### src/rtl/flc_pkg.sv
package flc_pkg;

  typedef enum logic [3:0] {
    OP_NULL   = 4'h0,
    OP_READ   = 4'h1,
    OP_WRITE  = 4'h2,
    OP_ERWR   = 4'h3,
    OP_VERIFY = 4'h4,
    OP_PERASE = 4'h5,
    OP_MASS   = 4'h6,
    OP_SIG    = 4'hB,
    OP_PROT   = 4'hC,
    OP_PING   = 4'hF
  } flc_op_e;

  localparam logic [7:0]  CMD_DONE   = 8'h07;
  localparam logic [15:0] ERASED     = 16'hFFFF;
  localparam logic [23:0] SIG_SEED   = 24'hFFFFFF;
  localparam logic [23:0] SIG_POLY   = 24'h80001B;

  localparam int ST_PASS   = 0;
  localparam int ST_FAIL   = 1;
  localparam int ST_BUSY   = 2;
  localparam int ST_ACCERR = 3;
  localparam int ST_CMDERR = 4;
  localparam int ST_W      = 5;

  // one LFSR step folding in a data word
  function automatic logic [23:0] sig_step(input logic [23:0] s, input logic [15:0] w);
    return {s[22:0], 1'b0} ^ (s[23] ? SIG_POLY : 24'h0) ^ {8'h00, w};
  endfunction

  // reset content of word i; kernel words carry a fixed pattern
  function automatic logic [15:0] init_word(input int i, input int user_words);
    logic [15:0] iw;
    iw = 16'(i);
    return (i >= user_words) ? (16'hA000 | iw) : ERASED;
  endfunction

  function automatic logic code_known(input logic [7:0] c);
    logic ok;
    case (c)
      8'h00, 8'h01, 8'h02, 8'h03, 8'h04, 8'h05, 8'h06,
      8'h0B, 8'h0C, 8'h0F: ok = 1'b1;
      default:             ok = 1'b0;
    endcase
    return ok;
  endfunction

endpackage

### src/rtl/flc_timer.sv
module flc_timer #(
  parameter int CW = 8
) (
  input  logic          clk,
  input  logic          rst_n,
  input  logic          load,
  input  logic [CW-1:0] len,
  output logic          busy,
  output logic          done
);
  logic [CW-1:0] cnt;

  always_ff @(posedge clk or negedge rst_n) begin
    if (!rst_n)          cnt <= '0;
    else if (load)       cnt <= len;
    else if (cnt != '0)  cnt <= cnt - 1'b1;
  end

  assign busy = (cnt != '0);
  assign done = (cnt == CW'(1));
endmodule

### src/rtl/flc_array.sv
module flc_array import flc_pkg::*; #(
  parameter int WORDS        = 64,
  parameter int PAGE_WORDS   = 8,
  parameter int KERNEL_PAGES = 1,
  localparam int AW          = $clog2(WORDS),
  localparam int PAGES       = WORDS / PAGE_WORDS,
  localparam int PGW         = $clog2(PAGES),
  localparam int USER_PAGES  = PAGES - KERNEL_PAGES
) (
  input  logic           clk,
  input  logic           rst_n,
  input  logic           wr_en,
  input  logic [AW-1:0]  wr_addr,
  input  logic [15:0]    wr_data,
  input  logic           pg_erase_en,
  input  logic [PGW-1:0] pg_sel,
  input  logic           mass_en,
  input  logic [AW-1:0]  rd_addr,
  output logic [15:0]    rd_data,
  input  logic [AW-1:0]  scan_addr,
  output logic [15:0]    scan_data
);
  logic [15:0] mem [WORDS];

  always_ff @(posedge clk or negedge rst_n) begin
    if (!rst_n) begin
      for (int i = 0; i < WORDS; i++) mem[i] <= init_word(i, USER_PAGES * PAGE_WORDS);
    end else begin
      for (int i = 0; i < WORDS; i++) begin
        if (mass_en && (i / PAGE_WORDS) < USER_PAGES) mem[i] <= ERASED;
        if (pg_erase_en && PGW'(i / PAGE_WORDS) == pg_sel) mem[i] <= ERASED;
        if (wr_en && AW'(i) == wr_addr) mem[i] <= wr_data;
      end
    end
  end

  assign rd_data   = mem[rd_addr];
  assign scan_data = mem[scan_addr];
endmodule

### src/rtl/flc_sig.sv
module flc_sig import flc_pkg::*; #(
  parameter int WORDS = 64,
  localparam int AW   = $clog2(WORDS)
) (
  input  logic          clk,
  input  logic          rst_n,
  input  logic          start,
  input  logic [15:0]   scan_data,
  output logic [AW-1:0] scan_addr,
  output logic [23:0]   acc
);
  logic [AW-1:0] idx;
  logic          active;

  always_ff @(posedge clk or negedge rst_n) begin
    if (!rst_n) begin
      idx    <= '0;
      active <= 1'b0;
      acc    <= '0;
    end else if (start) begin
      idx    <= '0;
      active <= 1'b1;
      acc    <= SIG_SEED;
    end else if (active) begin
      acc <= sig_step(acc, scan_data);
      idx <= idx + 1'b1;
      if (idx == AW'(WORDS - 1)) active <= 1'b0;
    end
  end

  assign scan_addr = idx;
endmodule

### src/rtl/flash_cmd_ctrl.sv
module flash_cmd_ctrl import flc_pkg::*; #(
  parameter int          WORDS        = 64,
  parameter int          PAGE_WORDS   = 8,
  parameter int          KERNEL_PAGES = 1,
  parameter int          T_READ       = 2,
  parameter int          T_WRITE      = 6,
  parameter int          T_ERWR       = 20,
  parameter int          T_VERIFY     = 3,
  parameter int          T_PERASE     = 10,
  parameter int          T_MASS       = 24,
  parameter int          T_SIG        = 70,
  parameter int          T_PROT       = 4,
  parameter logic [15:0] UNLOCK_KEY   = 16'hC3A5,
  parameter logic [15:0] CLEAR_KEY    = 16'h5A3C,
  localparam int         PAGES        = WORDS / PAGE_WORDS,
  localparam int         AW           = $clog2(WORDS),
  localparam int         PB           = $clog2(PAGE_WORDS),
  localparam int         PGW          = $clog2(PAGES),
  localparam int         USER_PAGES   = PAGES - KERNEL_PAGES,
  localparam int         CW           = $clog2(T_READ + T_WRITE + T_ERWR + T_VERIFY
                                               + T_PERASE + T_MASS + T_SIG + T_PROT + 1)
) (
  input  logic             clk,
  input  logic             rst_n,
  input  logic             bus_wr,
  input  logic [1:0]       bus_sel,
  input  logic [15:0]      bus_wdata,
  output logic [7:0]       cmd_rd,
  output logic [ST_W-1:0]  status,
  output logic [15:0]      read_word,
  output logic [23:0]      signature,
  output logic [PAGES-1:0] prot_mask,
  output logic             irq
);
  function automatic logic [CW-1:0] op_len(input flc_op_e op);
    int n;
    case (op)
      OP_READ:   n = T_READ;
      OP_WRITE:  n = T_WRITE;
      OP_ERWR:   n = T_ERWR;
      OP_VERIFY: n = T_VERIFY;
      OP_PERASE: n = T_PERASE;
      OP_MASS:   n = T_MASS;
      OP_SIG:    n = T_SIG;
      OP_PROT:   n = T_PROT;
      default:   n = 0;
    endcase
    return CW'(n);
  endfunction

  // registers
  logic [AW-1:0]    addr_q;
  logic [15:0]      data_q;
  logic [7:0]       cmd_q;
  logic             st_pass, st_fail, st_acc, st_cmd;
  logic [15:0]      read_q;
  logic [23:0]      sig_q;
  logic [PAGES-1:0] prot_q;
  logic             prot_done;
  logic             armed;
  logic             irq_q;
  flc_op_e          op_q;

  // named internal events
  logic             busy, done;
  logic             wr_ok, cmd_wr, key_wr;
  logic [7:0]       code;
  logic             known;
  flc_op_e          op_c;
  logic [PGW-1:0]   tgt_page;
  logic             is_kernel, modifies, timed;
  logic             refuse_acc, refuse_cmd, start, imm;
  logic             arr_wr_en, pg_erase_en, mass_en;
  logic             kernel_touch, mass_start, sig_start;
  logic [15:0]      rd_data, scan_data;
  logic [AW-1:0]    scan_addr;
  logic [23:0]      sig_acc;

  assign wr_ok     = bus_wr && !busy;
  assign cmd_wr    = wr_ok && (bus_sel == 2'd2);
  assign key_wr    = wr_ok && (bus_sel == 2'd3);
  assign code      = bus_wdata[7:0];
  assign known     = code_known(code);
  assign op_c      = flc_op_e'(code[3:0]);
  assign tgt_page  = addr_q[AW-1:PB];
  assign is_kernel = (tgt_page >= PGW'(USER_PAGES));
  assign modifies  = (op_c == OP_WRITE) || (op_c == OP_ERWR) || (op_c == OP_PERASE);
  assign timed     = (op_len(op_c) != '0);

  assign refuse_cmd = cmd_wr && (!known || (op_c == OP_MASS && !armed)
                                        || (op_c == OP_PROT && prot_done));
  assign refuse_acc = cmd_wr && known && !refuse_cmd && modifies
                      && (is_kernel || prot_q[tgt_page]);
  assign start      = cmd_wr && known && !refuse_cmd && !refuse_acc && timed;
  assign imm        = cmd_wr && !start;
  assign mass_start = start && (op_c == OP_MASS);
  assign sig_start  = start && (op_c == OP_SIG);

  assign arr_wr_en    = done && (op_q == OP_WRITE || op_q == OP_ERWR);
  assign pg_erase_en  = done && (op_q == OP_ERWR || op_q == OP_PERASE);
  assign mass_en      = done && (op_q == OP_MASS);
  assign kernel_touch = (arr_wr_en || pg_erase_en) && is_kernel;

  flc_timer #(.CW(CW)) u_timer (
    .clk(clk), .rst_n(rst_n), .load(start), .len(op_len(op_c)),
    .busy(busy), .done(done)
  );

  flc_array #(.WORDS(WORDS), .PAGE_WORDS(PAGE_WORDS), .KERNEL_PAGES(KERNEL_PAGES)) u_array (
    .clk(clk), .rst_n(rst_n),
    .wr_en(arr_wr_en), .wr_addr(addr_q), .wr_data(data_q),
    .pg_erase_en(pg_erase_en), .pg_sel(tgt_page), .mass_en(mass_en),
    .rd_addr(addr_q), .rd_data(rd_data),
    .scan_addr(scan_addr), .scan_data(scan_data)
  );

  flc_sig #(.WORDS(WORDS)) u_sig (
    .clk(clk), .rst_n(rst_n), .start(sig_start),
    .scan_data(scan_data), .scan_addr(scan_addr), .acc(sig_acc)
  );

  // bus registers
  always_ff @(posedge clk or negedge rst_n) begin
    if (!rst_n) begin
      addr_q <= '0;
      data_q <= '0;
    end else if (wr_ok) begin
      if (bus_sel == 2'd0) addr_q <= bus_wdata[AW-1:0];
      if (bus_sel == 2'd1) data_q <= bus_wdata;
    end
  end

  // command register, operation latch, interrupt
  always_ff @(posedge clk or negedge rst_n) begin
    if (!rst_n) begin
      cmd_q <= CMD_DONE;
      op_q  <= OP_NULL;
      irq_q <= 1'b0;
    end else begin
      irq_q <= done || (imm && code != 8'h00);
      if (cmd_wr) begin
        cmd_q <= start ? code : CMD_DONE;
        if (start) op_q <= op_c;
      end else if (done) begin
        cmd_q <= CMD_DONE;
      end
    end
  end

  // status, results, protection, unlock
  always_ff @(posedge clk or negedge rst_n) begin
    if (!rst_n) begin
      st_pass   <= 1'b0;
      st_fail   <= 1'b0;
      st_acc    <= 1'b0;
      st_cmd    <= 1'b0;
      read_q    <= '0;
      sig_q     <= '0;
      prot_q    <= '0;
      prot_done <= 1'b0;
      armed     <= 1'b0;
    end else begin
      if (wr_ok) armed <= key_wr && (bus_wdata == UNLOCK_KEY);
      if (key_wr && bus_wdata == CLEAR_KEY) begin
        prot_q    <= '0;
        prot_done <= 1'b0;
      end
      if (cmd_wr) begin
        st_pass <= 1'b0;
        st_fail <= 1'b0;
        st_acc  <= refuse_acc;
        st_cmd  <= refuse_cmd;
      end
      if (done) begin
        case (op_q)
          OP_READ:   read_q <= rd_data;
          OP_VERIFY: begin
            st_pass <= (rd_data == data_q);
            st_fail <= (rd_data != data_q);
          end
          OP_SIG:    sig_q <= sig_acc;
          OP_PROT:   begin
            prot_q    <= data_q[PAGES-1:0];
            prot_done <= 1'b1;
          end
          OP_MASS:   begin
            prot_q    <= '0;
            prot_done <= 1'b0;
          end
          default: ;
        endcase
      end
    end
  end

  assign cmd_rd    = cmd_q;
  assign status    = {st_cmd, st_acc, busy, st_fail, st_pass};
  assign read_word = read_q;
  assign signature = sig_q;
  assign prot_mask = prot_q;
  assign irq       = irq_q;
endmodule

### config.mk
export PLATFORM = sky130hd
export DESIGN_NAME = flash_cmd_ctrl
export DESIGN_NICKNAME = d
export VERILOG_FILES = /design/src/rtl/flc_pkg.sv /design/src/rtl/flc_timer.sv /design/src/rtl/flc_array.sv /design/src/rtl/flc_sig.sv /design/src/rtl/flash_cmd_ctrl.sv
export SDC_FILE = /design/constraint.sdc
export NUM_CORES = 2
export LEC_CHECK = 0
export CORE_MARGIN = 1
export CORE_UTILIZATION = 53
export CTS_BUF_LIST = sky130_fd_sc_hd__clkbuf_4
export CTS_CLUSTER_DIAMETER = 120
export CTS_CLUSTER_SIZE = 12
export DETAILED_ROUTE_END_ITERATION = 12
export DONT_BUFFER_PORTS = 1
export PLACE_DENSITY = 0.68
export SLEW_MARGIN = 20
export SYNTH_ARGS = -nofsm -noshare
export SYNTH_HDL_FRONTEND = slang
export SYNTH_SLANG_ARGS = --single-unit
### constraint.sdc
create_clock -name clk -period 6.6 [get_ports clk]
set_input_delay 1.32 -clock clk [delete_from_list [all_inputs] [get_ports clk]]
set_output_delay 1.32 -clock clk [all_outputs]
set_load 0.01 [all_outputs]
==> run_results.csv <==
group,metric,value,unit
clocking,cts_setup_buffers,0,
place,place.port_buffers,0,
synth,synth_top_area_frac,0.390,
timing,worst_pin_slew,1.28,ns
timing,fin_tns_setup,0,ns
floorplanning,die_h,350,µm
floorplanning,num_rows,127,
min_path,holdPathEnd,"armed",
setup_path,crit_family,"simple AND/OR/NAND/NOR gates",
drt,wl_per_cell,32.5,µm
min_path,min-delay-start,"bus_wdata[11]",
power_and_ir_drop,p_leak,27.0,nW
layout,nets,5883,
setup_path,r2r_end,"u_array.mem[891]",
layout,multi_input_area,0.0315,mm²
layout,final_area,0.0663,mm²
min_path,min_path_type,"in -> reg",
grt,antenna_found_initial,23,
power_and_ir_drop,ir_drop,0.000208,V
timing,max-slew-margin-rel,0.147,
outcome,status,"complete, no violations",
drt,first_pass_iters,9,
floorplanning,die_w,350,µm
min_path,min_path_cells,1,
drt,drt-initial-drc-count,8191,
setup_path,worstSetupPathType,"reg -> reg",
floorplanning,die_area,0.122,mm²
setup_path,path_max_fanout,16,
synth,ys_async_sr_fraction,1.00,
setup_path,crit_chain,"nor4_4, nand4_1, nor2_1, nand2_1, nor3_2, nand2_1, nor2_1, nor2_1",
power_and_ir_drop,power_density,241,mW/mm²
grt,grt_pass1_vias,49500,
timing,grt_setup_unrepaired,"no",
setup_path,reg2reg_from,"u_timer.cnt[4]",
setup_path,critPathBufInv,0,
synth,syn-cell-area,0.0640,mm²
drt,totalWireLength,244000,µm
layout,area_growth,3.58,%
clocking,clock_sinks,1152,
drt,drc_errors,0,
floorplanning,start_util,0.535,
synth,synth_edf_count,0,
setup_path,critPathLaunchType,"flop",
synth,yosys.area.top_type,"dfstp_2",
setup_path,critPathSlowestCell,"nand2_1",
clocking,cts_root_buf,"clkbuf_4",
timing,setup_violations,0,
setup_path,reg2reg_depth,8,
floorplanning,coreArea,0.120,mm²
grt,grt_pass1_wl,352000,µm
synth,syn_area_per_cell,10.4,µm²
place,place_congestion,1.04,
layout,regArea,0.0301,mm²
layout,n_fill_cell,10500,
synth,ys.flop_type,"dfstp_2",
grt,grt_max_degree,220,
clocking,cts.path.max_buffers,3,
floorplanning,ios,83,
synth,netlist_instances,6174,
setup_path,worstPathRequired,7.72,ns
timing,clock_skew,0.121,ns
synth,ys_ff_latch,1152,
setup_path,end_kind,"flop",
grt,grt_overflow,0,
timing,period_needed,4.70,ns
synth,ys_top_cells_by_area,"dfstp_2, mux4_2, nor2_1",
synth,ys_warn_count,0,
layout,drive_above_1_share,0.323,
place,hpwl,152000,µm
place,place_area,0.0651,mm²
run,max-cap-violations,0,
synth,synth_nets,6203,
synth,ys_seq_area_frac,0.469,
setup_path,crit_arrival,5.81,ns
timing,hold_violations,0,
clocking,cts_tree,"done",
drt,num_vias,52600,
clocking,clk_latency,1.22,ns
synth,synthDistinctLibCells,81,
setup_path,slowest_delay,1.03,ns
clocking,cts_buffers,105,
drt,antenna_left,0,
setup_path,r2r_slack,1.90,ns
layout,final_common_cell,"nor2_1",
timing,drv_slew,0,
clocking,clk_pin_slew_worst_paths,0.14,ns
clocking,htreeDepth,3,
grt,grtUsageTotal,0.399,
setup_path,crit_top_cell,"nor2_1",
timing,fmaxAchievable,213,MHz
timing,period_share,0.711,
layout,final_cell_mix,"nor2_1, nor3_1, dfstp_2",
drt,avgViaCountPerCell,7.00,
==> timing repair <==
action                                 CTS  global route
endpoints found under the hold margin  164             0
hold buffers                             1             0
resized for setup                        0             0
==> synth_stat cells, types with 15 or more instances <==
| master | count |
|---|---|
| mux4_2 | 497 |
| nand3_1 | 26 |
| buf_2 | 117 |
| nand4_1 | 16 |
| a221oi_1 | 36 |
| a21oi_1 | 224 |
| nor3_1 | 1038 |
| mux2i_1 | 159 |
| dfstp_2 | 951 |
| buf_1 | 37 |
| clkbuf_1 | 365 |
| buf_6 | 20 |
| xnor2_1 | 29 |
| nand2_1 | 224 |
| dfrtp_1 | 201 |
| buf_4 | 29 |
| o21ai_0 | 72 |
| nor2_1 | 1749 |
| nor2_2 | 29 |
| mux4_1 | 36 |
| o22ai_1 | 18 |
| xor2_1 | 15 |
| a22oi_1 | 54 |
| mux2_2 | 51 |
| inv_1 | 19 |
==> area by class of cell <==
cell class / instances / share of cell area
multi-input cells: 4425 / 0.474
inverters: 22 / 0.00124
diodes: 16 / 0.000604
clock inverters: 5 / 0.000792
well taps: 1612 / 0.0304
flip-flops and latches: 1152 / 0.453
clock buffers: 141 / 0.0160
repair buffers: 148 / 0.0234
==> worst max path at each step <==
stage / start / end / slack [ns] / cells past startpoint
6_report: u_timer.cnt[4] / u_array.mem[891] / 1.90 / 8
5_1_grt: u_timer.cnt[5] / u_array.mem[960] / 1.70 / 8
3_5_place_dp: rst_n / u_array.mem[48] / 1.87 / 4
3_3_place_gp: rst_n / u_array.mem[12] / 1.87 / 4
2_1_floorplan: bus_wdata[4] / u_sig.scan_addr[0] / 3.42 / 7
4_1_cts: addr_q[1] / st_fail / 2.15 / 8
==> where the power goes <==
part           total, mW  switching [mW]  internal, mW
Sequential          7.57           0.392          7.18
Combinational       4.95            3.63          1.32
Clock               3.47            2.47          1.00
==> per-stage QoR <==
| stage | instances | hold slack, ns | util | setup WS [ns] | total power, mW |
|---|---|---|---|---|---|
| finish | 7521 | 0.190 | 0.554 | 1.90 | 16.0 |
| global route | 7519 | 0.171 | 0.554 | 1.70 | 16.2 |
| CTS | 7502 | 0.155 | 0.553 | 2.15 | 15.6 |
| detailed placement | 7355 | 0.464 | 0.543 | 1.87 | 12.2 |
| global placement | 7354 | 0.465 | 0.543 | 1.87 | 12.2 |
| floorplan | 6174 | 0.443 | - | 3.42 | 10.3 |
==> per-layer routing <==
metal,up-vias,global-route usage,wire length (µm),share of wire
met5,-,0.0126,151,0.00062
met4,24,0.289,22100,0.090
met3,985,0.159,35400,0.14
met2,3924,0.555,102000,0.42
met1,26400,0.503,84300,0.35
li1,21300,-,-,-
==> logic make-up after synthesis <==
group / after synthesis / share of synthesized area
and+or+nand+nor: 3158 / 0.212
AOI/OAI and AO/OA: 472 / 0.0450
adders and majority gates: 8 / 0.00156
DFF: 1152 / 0.469
buffers and inverters: 597 / 0.0430
muxes: 743 / 0.223
xor gates and xnor gates: 44 / 0.00602
==> registers in the layout, indices dropped and copies added (netlist names), 4 cells and up <==
register,count
u_sig.scan_addr,6
signature,24
cmd_rd,8
u_sig.acc,24
read_word,16
u_array.mem,1024
prot_mask,8
addr_q,6
op_q,4
u_timer.cnt,8
data_q,16
==> worst register-to-register path, cell delays in order (launching register included) <==
cell     delay, ns
dfrtp_1       0.45
nor4_4        0.35
nand4_1       0.39
nor2_1        0.80
nand2_1       0.26
nor3_2        0.92
nand2_1       1.05
nor2_1        0.33
nor2_1        0.06
(Power assumes the default switching activity.)
